==> src/rtl/pwm_bank_pkg.sv <==
package pwm_bank_pkg;
  localparam int unsigned CNT_W = 8;
  localparam int unsigned SRC_W = 3;

  typedef enum logic [SRC_W-1:0] {
    SRC_SYS   = 3'd0,
    SRC_FAST  = 3'd1,
    SRC_MID   = 3'd2,
    SRC_SLOW  = 3'd3,
    SRC_PROG  = 3'd4,
    SRC_CHAIN = 3'd5
  } src_e;
endpackage

==> src/rtl/pwm_timebase.sv <==
module pwm_timebase #(
  parameter int unsigned DIV_FAST = 16,
  parameter int unsigned DIV_MID  = 256,
  parameter int unsigned DIV_SLOW = 750
) (
  input  logic       clk_i,
  input  logic       rst_ni,
  input  logic [7:0] ratio_i,
  output logic       fast_o,
  output logic       mid_o,
  output logic       slow_o,
  output logic       prog_o
);
  logic [2:0] stb;

  for (genvar g = 0; g < 3; g++) begin : g_div
    localparam int unsigned D = (g == 0) ? DIV_FAST : (g == 1) ? DIV_MID : DIV_SLOW;
    if (D <= 1) begin : g_pass
      assign stb[g] = 1'b1;
    end else begin : g_cnt
      localparam int unsigned CW = $clog2(D);
      logic [CW-1:0] cnt_q;
      assign stb[g] = (cnt_q == CW'(D - 1));
      always_ff @(posedge clk_i or negedge rst_ni) begin
        if (!rst_ni)     cnt_q <= '0;
        else if (stb[g]) cnt_q <= '0;
        else             cnt_q <= cnt_q + 1'b1;
      end
      // a divided rate strobes for one cycle only
      a_r2_single_strobe: assert property (@(posedge clk_i) disable iff (!rst_ni)
        stb[g] |=> !stb[g]);
    end
  end

  assign fast_o = stb[0];
  assign mid_o  = stb[1];
  assign slow_o = stb[2];

  // shared programmable divider, counts fast strobes
  logic [7:0] pcnt_q;
  logic [7:0] eff_ratio;
  logic       hit;
  assign eff_ratio = (ratio_i == 8'd0) ? 8'd1 : ratio_i;
  assign hit       = ({1'b0, pcnt_q} + 9'd1) >= {1'b0, eff_ratio};
  assign prog_o    = fast_o & hit;

  always_ff @(posedge clk_i or negedge rst_ni) begin
    if (!rst_ni)     pcnt_q <= '0;
    else if (fast_o) pcnt_q <= hit ? 8'd0 : pcnt_q + 8'd1;
  end

  // with a ratio above one the divider never strobes on back-to-back cycles
  a_r3_prog_gap: assert property (@(posedge clk_i) disable iff (!rst_ni)
    (prog_o && ratio_i > 8'd1) |=> (!prog_o || ratio_i < 8'd2));
endmodule

==> src/rtl/pwm_channel.sv <==
module pwm_channel
  import pwm_bank_pkg::*;
(
  input  logic             clk_i,
  input  logic             rst_ni,
  input  logic             tick_i,
  input  logic [CNT_W-1:0] period_i,
  input  logic [CNT_W-1:0] width_i,
  output logic             out_o,
  output logic             wrap_o,
  output logic             evt_o
);
  logic [CNT_W-1:0] cnt_q, per_q, wid_q;
  logic             prev_q;
  logic             at_end;

  assign at_end = ({1'b0, cnt_q} + 1'b1) >= {1'b0, per_q};
  assign wrap_o = tick_i & at_end;
  assign out_o  = cnt_q < wid_q;
  assign evt_o  = out_o ^ prev_q;

  always_ff @(posedge clk_i or negedge rst_ni) begin
    if (!rst_ni) begin
      cnt_q <= '0;
      per_q <= '0;
      wid_q <= '0;
    end else if (tick_i) begin
      if (at_end) begin
        cnt_q <= '0;
        per_q <= period_i;   // shadow load at boundary only
        wid_q <= width_i;
      end else begin
        cnt_q <= cnt_q + 1'b1;
      end
    end
  end

  always_ff @(posedge clk_i or negedge rst_ni) begin
    if (!rst_ni) prev_q <= 1'b0;
    else         prev_q <= out_o;
  end

  // counter moves only on a tick
  a_r6_hold_without_tick: assert property (@(posedge clk_i) disable iff (!rst_ni)
    !tick_i |=> $stable(cnt_q));
  // counter stays inside the active period
  a_r1_cnt_in_range: assert property (@(posedge clk_i) disable iff (!rst_ni)
    (cnt_q == '0) || (cnt_q < per_q));
  // active width and period change only at a period start
  a_r5_width_at_boundary: assert property (@(posedge clk_i) disable iff (!rst_ni)
    !$stable(wid_q) |-> (cnt_q == '0));
  a_r5_period_at_boundary: assert property (@(posedge clk_i) disable iff (!rst_ni)
    !$stable(per_q) |-> (cnt_q == '0));
endmodule

==> src/rtl/pwm_pin_mux.sv <==
module pwm_pin_mux #(
  parameter int unsigned N_CH  = 16,
  parameter int unsigned N_PIN = 60
) (
  input  logic [N_CH-1:0]  pwm_i,
  input  logic [N_PIN-1:0] sel_i,
  input  logic [N_PIN-1:0] data_i,
  output logic [N_PIN-1:0] pin_o
);
  for (genvar p = 0; p < N_PIN; p++) begin : g_pin
    localparam int unsigned CH = p % N_CH;
    assign pin_o[p] = sel_i[p] ? pwm_i[CH] : data_i[p];
  end
endmodule

==> src/rtl/pwm_bank.sv <==
module pwm_bank
  import pwm_bank_pkg::*;
#(
  parameter int unsigned N_CH     = 16,
  parameter int unsigned N_PIN    = 60,
  parameter int unsigned DIV_FAST = 16,
  parameter int unsigned DIV_MID  = 256,
  parameter int unsigned DIV_SLOW = 750
) (
  input  logic                   clk_i,
  input  logic                   rst_ni,
  input  logic [7:0]             div_ratio_i,
  input  logic [SRC_W*N_CH-1:0]  src_sel_i,
  input  logic [CNT_W*N_CH-1:0]  period_i,
  input  logic [CNT_W*N_CH-1:0]  width_i,
  input  logic [N_PIN-1:0]       pin_sel_i,
  input  logic [N_PIN-1:0]       pin_data_i,
  output logic [N_PIN-1:0]       pin_o,
  output logic [N_CH-1:0]        pwm_o,
  output logic [N_CH-1:0]        evt_o
);
  logic fast_stb, mid_stb, slow_stb, prog_stb;
  logic [N_CH-1:0] tick, wrap, wrap_q;

  pwm_timebase #(
    .DIV_FAST(DIV_FAST),
    .DIV_MID (DIV_MID),
    .DIV_SLOW(DIV_SLOW)
  ) u_timebase (
    .clk_i  (clk_i),
    .rst_ni (rst_ni),
    .ratio_i(div_ratio_i),
    .fast_o (fast_stb),
    .mid_o  (mid_stb),
    .slow_o (slow_stb),
    .prog_o (prog_stb)
  );

  // registered wraps break the ring of chained channels
  always_ff @(posedge clk_i or negedge rst_ni) begin
    if (!rst_ni) wrap_q <= '0;
    else         wrap_q <= wrap;
  end

  for (genvar i = 0; i < N_CH; i++) begin : g_ch
    localparam int unsigned PREV = (i + N_CH - 1) % N_CH;
    src_e src;
    assign src = src_e'(src_sel_i[i*SRC_W +: SRC_W]);

    always_comb begin
      unique case (src)
        SRC_SYS:   tick[i] = 1'b1;
        SRC_FAST:  tick[i] = fast_stb;
        SRC_MID:   tick[i] = mid_stb;
        SRC_SLOW:  tick[i] = slow_stb;
        SRC_PROG:  tick[i] = prog_stb;
        SRC_CHAIN: tick[i] = wrap_q[PREV];
        default:   tick[i] = 1'b0;
      endcase
    end

    pwm_channel u_ch (
      .clk_i   (clk_i),
      .rst_ni  (rst_ni),
      .tick_i  (tick[i]),
      .period_i(period_i[i*CNT_W +: CNT_W]),
      .width_i (width_i[i*CNT_W +: CNT_W]),
      .out_o   (pwm_o[i]),
      .wrap_o  (wrap[i]),
      .evt_o   (evt_o[i])
    );

    // a chained channel ticks only right after its neighbour wraps
    a_r10_chain_follows: assert property (@(posedge clk_i) disable iff (!rst_ni)
      (src == SRC_CHAIN && tick[i]) |-> $past(wrap[PREV]));
  end

  pwm_pin_mux #(
    .N_CH (N_CH),
    .N_PIN(N_PIN)
  ) u_mux (
    .pwm_i (pwm_o),
    .sel_i (pin_sel_i),
    .data_i(pin_data_i),
    .pin_o (pin_o)
  );
endmodule

==> config.mk <==
export PLATFORM = sky130hd
export DESIGN_NAME = pwm_bank
export DESIGN_NICKNAME = d
export VERILOG_FILES = /design/src/rtl/pwm_bank_pkg.sv /design/src/rtl/pwm_timebase.sv /design/src/rtl/pwm_channel.sv /design/src/rtl/pwm_pin_mux.sv /design/src/rtl/pwm_bank.sv
export SDC_FILE = /design/constraint.sdc
export NUM_CORES = 1
export LEC_CHECK = 0
export BUFFER_PORTS_ARGS = -buffer_cell sky130_fd_sc_hd__buf_2
export CORE_AREA = 2 2 277 279
export DETAILED_ROUTE_END_ITERATION = 6
export DIE_AREA = 0 0 279 281
export HOLD_SLACK_MARGIN = 0.1
export PLACE_DENSITY = 0.7
export SLEW_MARGIN = 20
export SYNTH_ARGS = -nofsm -noshare
export SYNTH_HDL_FRONTEND = slang
export SYNTH_SLANG_ARGS = --single-unit
==> constraint.sdc <==
create_clock -name clk_i -period 3.8 [get_ports clk_i]
set_clock_uncertainty 0.2 [all_clocks]
set_input_delay 0.57 -clock clk_i [delete_from_list [all_inputs] [get_ports clk_i]]
set_output_delay 0.57 -clock clk_i [all_outputs]
set_load 0.01 [all_outputs]
* After elaboration in Yosys (flattened, before gate mapping) *
Index checks and enable logic that the tools add are counted.

cells by class
  $add $sub $neg = 37
  multiply operators = 0
  div/mod/pow operators = 0
  $lt $le $gt $ge = 33
  equal/unequal tests = 83
  shifts and indexed selects = 0
  muxes and demuxes = 97
  bitwise logic cells = 33
  reductions and logical operators = 33

operators by type and width
  kind                                            count
  adder 8 x 1 -> 9 bit (second input constant)    17
  >= comparator 9 x 8 -> 1 bit                    17
  two-way mux 8 bit                               19
  adder 8 x 1 -> 8 bit (second input constant)    18
  < comparator 8 bit                              16
  == test 3 x 2 -> 1 bit (second input constant)  32
  == test 3 bit (second input constant)           32
  one-hot mux 1 bit (6 select lines)              16
  two-way mux 1 bit                               60
  == test 3 x 1 -> 1 bit (second input constant)  16
  zero test 3 bit                                 16
  AND reduction 2 bit                             16
  bitwise AND 1 bit                               17
  XOR 1 bit                                       16
  adder 10 x 1 -> 10 bit (second input constant)  1
  == test 10 bit (second input constant)          1
  two-way mux 10 bit                              1
  == test 8 bit (second input constant)           1
  zero test 8 bit                                 1
  adder 4 x 1 -> 4 bit (second input constant)    1
  == test 4 bit (second input constant)           1
  two-way mux 4 bit                               1

storage, ports and cells
  register bits = 446
  latch bits = 0
  memory bits (writable) = 0
  ROM bits = 0
  output and inout port bits = 92
  word-level logic and storage cells = 385
  memories kept = 0

* Depth between registers and ports, before layout *
  depth in word-level cells = 6
  depth in mapped cells = 15
  depth with buffers taken out = 12

* By module *
From an unflattened synthesis, not the netlist that was laid out.

second synthesis, totals
  cell total of the unflattened synthesis = 2447
  area total of the unflattened synthesis = 29144.2 µm²

modules (own cells, without submodules)
  module                          instances  cells each  area each (µm²)  seq. area each (µm²)
  pwm_channel (g_ch[0].u_ch ...)  15         131         1597.8           625.6
  pwm_timebase                    1          180         1689.1           750.7
  pwm_channel (g_ch[7].u_ch)      1          138         1530.2           625.6
  pwm_bank                        1          104         1094.8           400.4
  pwm_pin_mux                     1          60          863.3            0.0

* Worst setup path before layout *
Ideal clock, no wire load.

  path type = reg-to-reg
  start point = register u_timebase.pcnt_q[0]
  end point = register g_ch[4].u_ch.per_q[7]
  setup time = 0.125 ns
  data arrival time = 3.283 ns
  setup slack = 0.192 ns
  stages on the path, launching flop included = 15
  path buffers = 3
  clock period less this slack = 3.608 ns
  cell sequence = dfrtp_1 ha_1 nand3_1 nor2_1 xor2_1 ha_1 and3_1 a221o_1 or2_1 buf_6 buf_6 a211o_4 o21ai_4 buf_12 mux2_4

between the ends
  longest elaborated chain between the ends = 5

RTL lines
  item                                line                text
  start, declared                     pwm_timebase.sv:40  logic [7:0] pcnt_q;
  start signal, assigned              pwm_timebase.sv:49  else if (fast_o) pcnt_q <= hit ? 8'd0 : pcnt_q + 8'd1;
  adder 8 x 1 -> 9 bit                pwm_timebase.sv:44  assign hit = ({1'b0, pcnt_q} + 9'd1) >= {1'b0, eff_ratio};
  >= comparator 9 x 8 -> 1 bit        pwm_timebase.sv:44
  bitwise AND 1 bit                   pwm_timebase.sv:45  assign prog_o = fast_o & hit;
  one-hot mux 1 bit (6 select lines)  pwm_bank.sv:51      unique case (src)
  AND reduction 2 bit (no line)       --
  end signal, assigned                pwm_channel.sv:30   per_q <= period_i;
  end, declared                       pwm_channel.sv:13   logic [CNT_W-1:0] cnt_q, per_q, wid_q;

Every way passes these cells.
A chain may end at the register's enable or synchronous reset.

* Worst setup path after layout *
  start point = register u_timebase.pcnt_q[1]
  end point = register g_ch[14].u_ch.wid_q[2]

between the ends
  longest elaborated chain between the ends = 5

RTL lines
  item                                line                text
  adder 8 x 1 -> 9 bit                pwm_timebase.sv:44
  >= comparator 9 x 8 -> 1 bit        pwm_timebase.sv:44
  bitwise AND 1 bit                   pwm_timebase.sv:45
  one-hot mux 1 bit (6 select lines)  pwm_bank.sv:51
  AND reduction 2 bit (no line)       --
  end signal, assigned                pwm_channel.sv:31   wid_q <= width_i;
  end, declared                       pwm_channel.sv:13

Every way passes these cells.

==> results.toml <==
[routing]
via_per_inst = 5.00
first_iter_violations = 1116
firstDrtPassIters = 7
vias = 22900
ant_nets = 0
routed_wl_mm = 76.1
routedWlPerCell_um = 16.6
drc = 0

[power]
p_comb_frac = 0.449
vdd_drop_max_uv = 381
switching_share = 0.371
p_leak_nw = 18.0
p_per_area_mw_per_mm2 = 689
power_frac_seq = 0.328
switchingPower_mw = 9.32
internal_power_mw = 15.8
clkPwrFrac = 0.222

[clock_tree]
clock-sinks = 446
clkLatencyLatePin_ns = 0.62
clk_pin_slew_ns = 0.06
cts_tree = "yes"
clockBufferDepth = 3
cts_buffers = 55
htreeDepth = 2
root_buffer = "clkbuf_16"

[timing]
setup_viol = 1
finalCritPeriodShare = 1.00
worstMarginPinSlew_ns = 1.09
max_freq_ghz = 0.262
final-hold-violation-count = 0
slew_violations = 0
fin_setup_tns_ns = -0.00973
post-route-min-period_ns = 3.81
worst_slack_ns = -0.00973
relSlewSlack = 0.273
rsz0062_at_grt = "yes"

[final_layout]
fin_nets = 4235
syn_to_final_growth_pct = 31.9
fin_util = 0.484
drive_above_1_share = 0.297
nFillCells = 6659
multi_input_area_mm2 = 0.0148
layout_commonest_cell = "buf_2"
final_cell_mix = "524 x buf_2, 445 x dfrtp_1, 285 x inv_1"
seq_area_mm2 = 0.0112
final_area_mm2 = 0.0365

[logic_synthesis]
synth.net_count = 3398
synthFlopType = "dfrtp_1"
synthArstFlopShare = 1.00
ys_seq_elements = 446
synth_warnings = 0
synthDistinctLibCells = 76
yosysSeqAreaShare = 0.404
synth_area_mm2 = 0.0277
synth_edf_count = 0
synth_cells = 2695
syn_avg_cell_area_um2 = 10.3

[status]
status = "complete, but fails checks"
violations = "negative setup slack"

[global_routing]
grt_start_max_net_pins = 76
overflow = 0
grt_usage = 0.189
grt_pass1_vias = 22900
antenna_found_initial = 37
grt_pass1_wl_mm = 120

[setup_path]
cpMostUsedCell = "and3_4"
worstSetupStartpointType = "register"
slowest_stage = "a2111oi_4"
worstRegToRegCells = 13
critical_path.max_fanout = 8
crit_chain = "and3_4, and3_4, nand3_4, xnor2_2, ha_1, and3_4, a221o_1, or2_1, buf_6, a2111oi_4, or2_4, clkbuf_16, mux2_4"
worstSetupPathType = "register to register"
slowest_delay_ns = 0.45
cp.required_ns = 4.10
end_kind = "register"
crit_arrival_ns = 4.11

[die]
start_util = 0.367
num_rows = 101
die_w_um = 279
core_area_mm2 = 0.0754
die_area_mm2 = 0.0784
die_y_um = 281
ios = 526

[place]
dpl_cell_area_mm2 = 0.0316
dp_hpwl_mm = 55.1
io_buffers = 525
place_congestion = 0.879

[job]
drv_cap = 0

[worst_hold_path]
hp-class = "input port to asynchronous set/reset pin"
state kept, by name, indices dropped and copies added, names as in the netlist:
signal	flops
g_ch.u_ch.wid_q	128
g_ch.u_ch.cnt_q	128
u_timebase.pcnt_q	8
u_timebase.g_div.g_cnt.cnt_q	22
g_ch.u_ch.prev_q	16
g_ch.u_ch.per_q	128
wrap_q	16
power groups by stage:
| stage | Combinational (mW) | Sequential (mW) | Clock [mW] |
|---|---|---|---|
| 3_3_place_gp | 10.4 | 8.22 | 0 |
| 5_1_grt | 12.9 | 8.53 | 5.93 |
| 3_5_place_dp | 10.8 | 8.30 | 0 |
| 4_1_cts | 11.1 | 8.24 | 5.74 |
| 2_1_floorplan | 8.24 | 7.76 | 0 |
| 6_report | 11.3 | 8.25 | 5.59 |
synthesized netlist by cell type, types with 16 or more instances:
library cell / number / area share
a21oi_1: 90 / 0.016
nor2b_1: 30 / 0.0068
nor3_1: 34 / 0.0062
o21a_1: 19 / 0.0052
a21o_1: 40 / 0.011
a211oi_1: 22 / 0.0060
mux2_4: 27 / 0.015
ha_1: 269 / 0.12
mux2_1: 47 / 0.019
nand2_1: 201 / 0.027
nand4_1: 37 / 0.0084
mux2_2: 248 / 0.10
xnor2_1: 56 / 0.018
nand3_1: 99 / 0.018
nand2b_1: 73 / 0.017
xor2_1: 58 / 0.018
buf_4: 47 / 0.013
inv_1: 285 / 0.039
and3_1: 41 / 0.0093
buf_6: 17 / 0.0069
clkbuf_1: 16 / 0.0022
dfrtp_1: 446 / 0.40
o21ai_0: 171 / 0.031
nor2_1: 86 / 0.012
what timing repair did:
action	in CTS	in global routing
hold endpoints to repair	305	0
cloned	0	1
gates resized for setup	3	36
buffers inserted	2	11
pin swaps	1	11
hold buffers	257	0
setup endpoints to repair	57	161
critical path, delay by kind of cell, from the launching register on:
family / cells / cell delay [ns]
adders and majority gates: 1 / 0.27
xor gates and xnor gates: 1 / 0.19
DFF: 1 / 0.38
and+or+nand+nor: 6 / 1.15
buffers and inverters: 2 / 0.34
muxes: 1 / 0.30
AOI/OAI and AO/OA: 2 / 0.86
through the flow:
stage / cells / setup WS, ns / power (mW) / hold slack (ns)
3_3_place_gp: 4182 / 0.0140 / 18.6 / 0.258
2_1_floorplan: 2695 / 0.192 / 16.0 / 0.0744
3_5_place_dp: 4182 / -0.0934 / 19.1 / 0.272
4_1_cts: 4545 / 0.0126 / 25.1 / 0.284
5_1_grt: 4570 / -0.0951 / 27.3 / 0.302
6_report: 4576 / -0.00973 / 25.1 / 0.286
logic make-up after synthesis:
group	synth area share
compound gates	0.116
fa+ha+maj	0.122
flops	0.404
simple gates	0.120
xor+xnor	0.0361
buf+inv	0.0654
mux	0.137
per-layer routing:
metal,part of all wire,track usage,vias to the layer above
li1,-,-,11200
met1,0.42,0.229,10900
met2,0.48,0.325,596
met3,0.067,0.0502,170
met4,0.029,0.0620,32
met5,0.0027,0,-
final cells by class:
class | count | share of cell area
Multi-Input combinational cell | 1865 | 0.407
Sequential cell | 446 | 0.306
Timing Repair Buffer | 879 | 0.170
Clock buffer | 71 | 0.0421
Tap cell | 978 | 0.0335
Inverter | 285 | 0.0293
Clock inverter | 33 | 0.0111
Antenna cell | 19 | 0.00130
final timing paths:
kind | from | end | slack, ns
worst max-delay path | u_timebase.pcnt_q[1]$_DFFE_PN0P_ | g_ch[14].u_ch.wid_q[2]$_DFFE_PN0P_ | -0.01
worst min-delay path | rst_ni | g_ch[14].u_ch.cnt_q[7]$_DFFE_PN0P_ | 0.29
max in group asynchronous | rst_ni | g_ch[1].u_ch.wid_q[2]$_DFFE_PN0P_ | 2.14
worst min register to register | u_timebase.g_div[2].g_cnt.cnt_q[7]$_DFF_PN0_ | u_timebase.g_div[2].g_cnt.cnt_q[7]$_DFF_PN0_ | 0.29
min in group clk_i | u_timebase.g_div[2].g_cnt.cnt_q[7]$_DFF_PN0_ | u_timebase.g_div[2].g_cnt.cnt_q[7]$_DFF_PN0_ | 0.29
worst max register to register | u_timebase.pcnt_q[1]$_DFFE_PN0P_ | g_ch[14].u_ch.wid_q[2]$_DFFE_PN0P_ | -0.01
No activity file was read; power rests on OpenSTA's default activity.
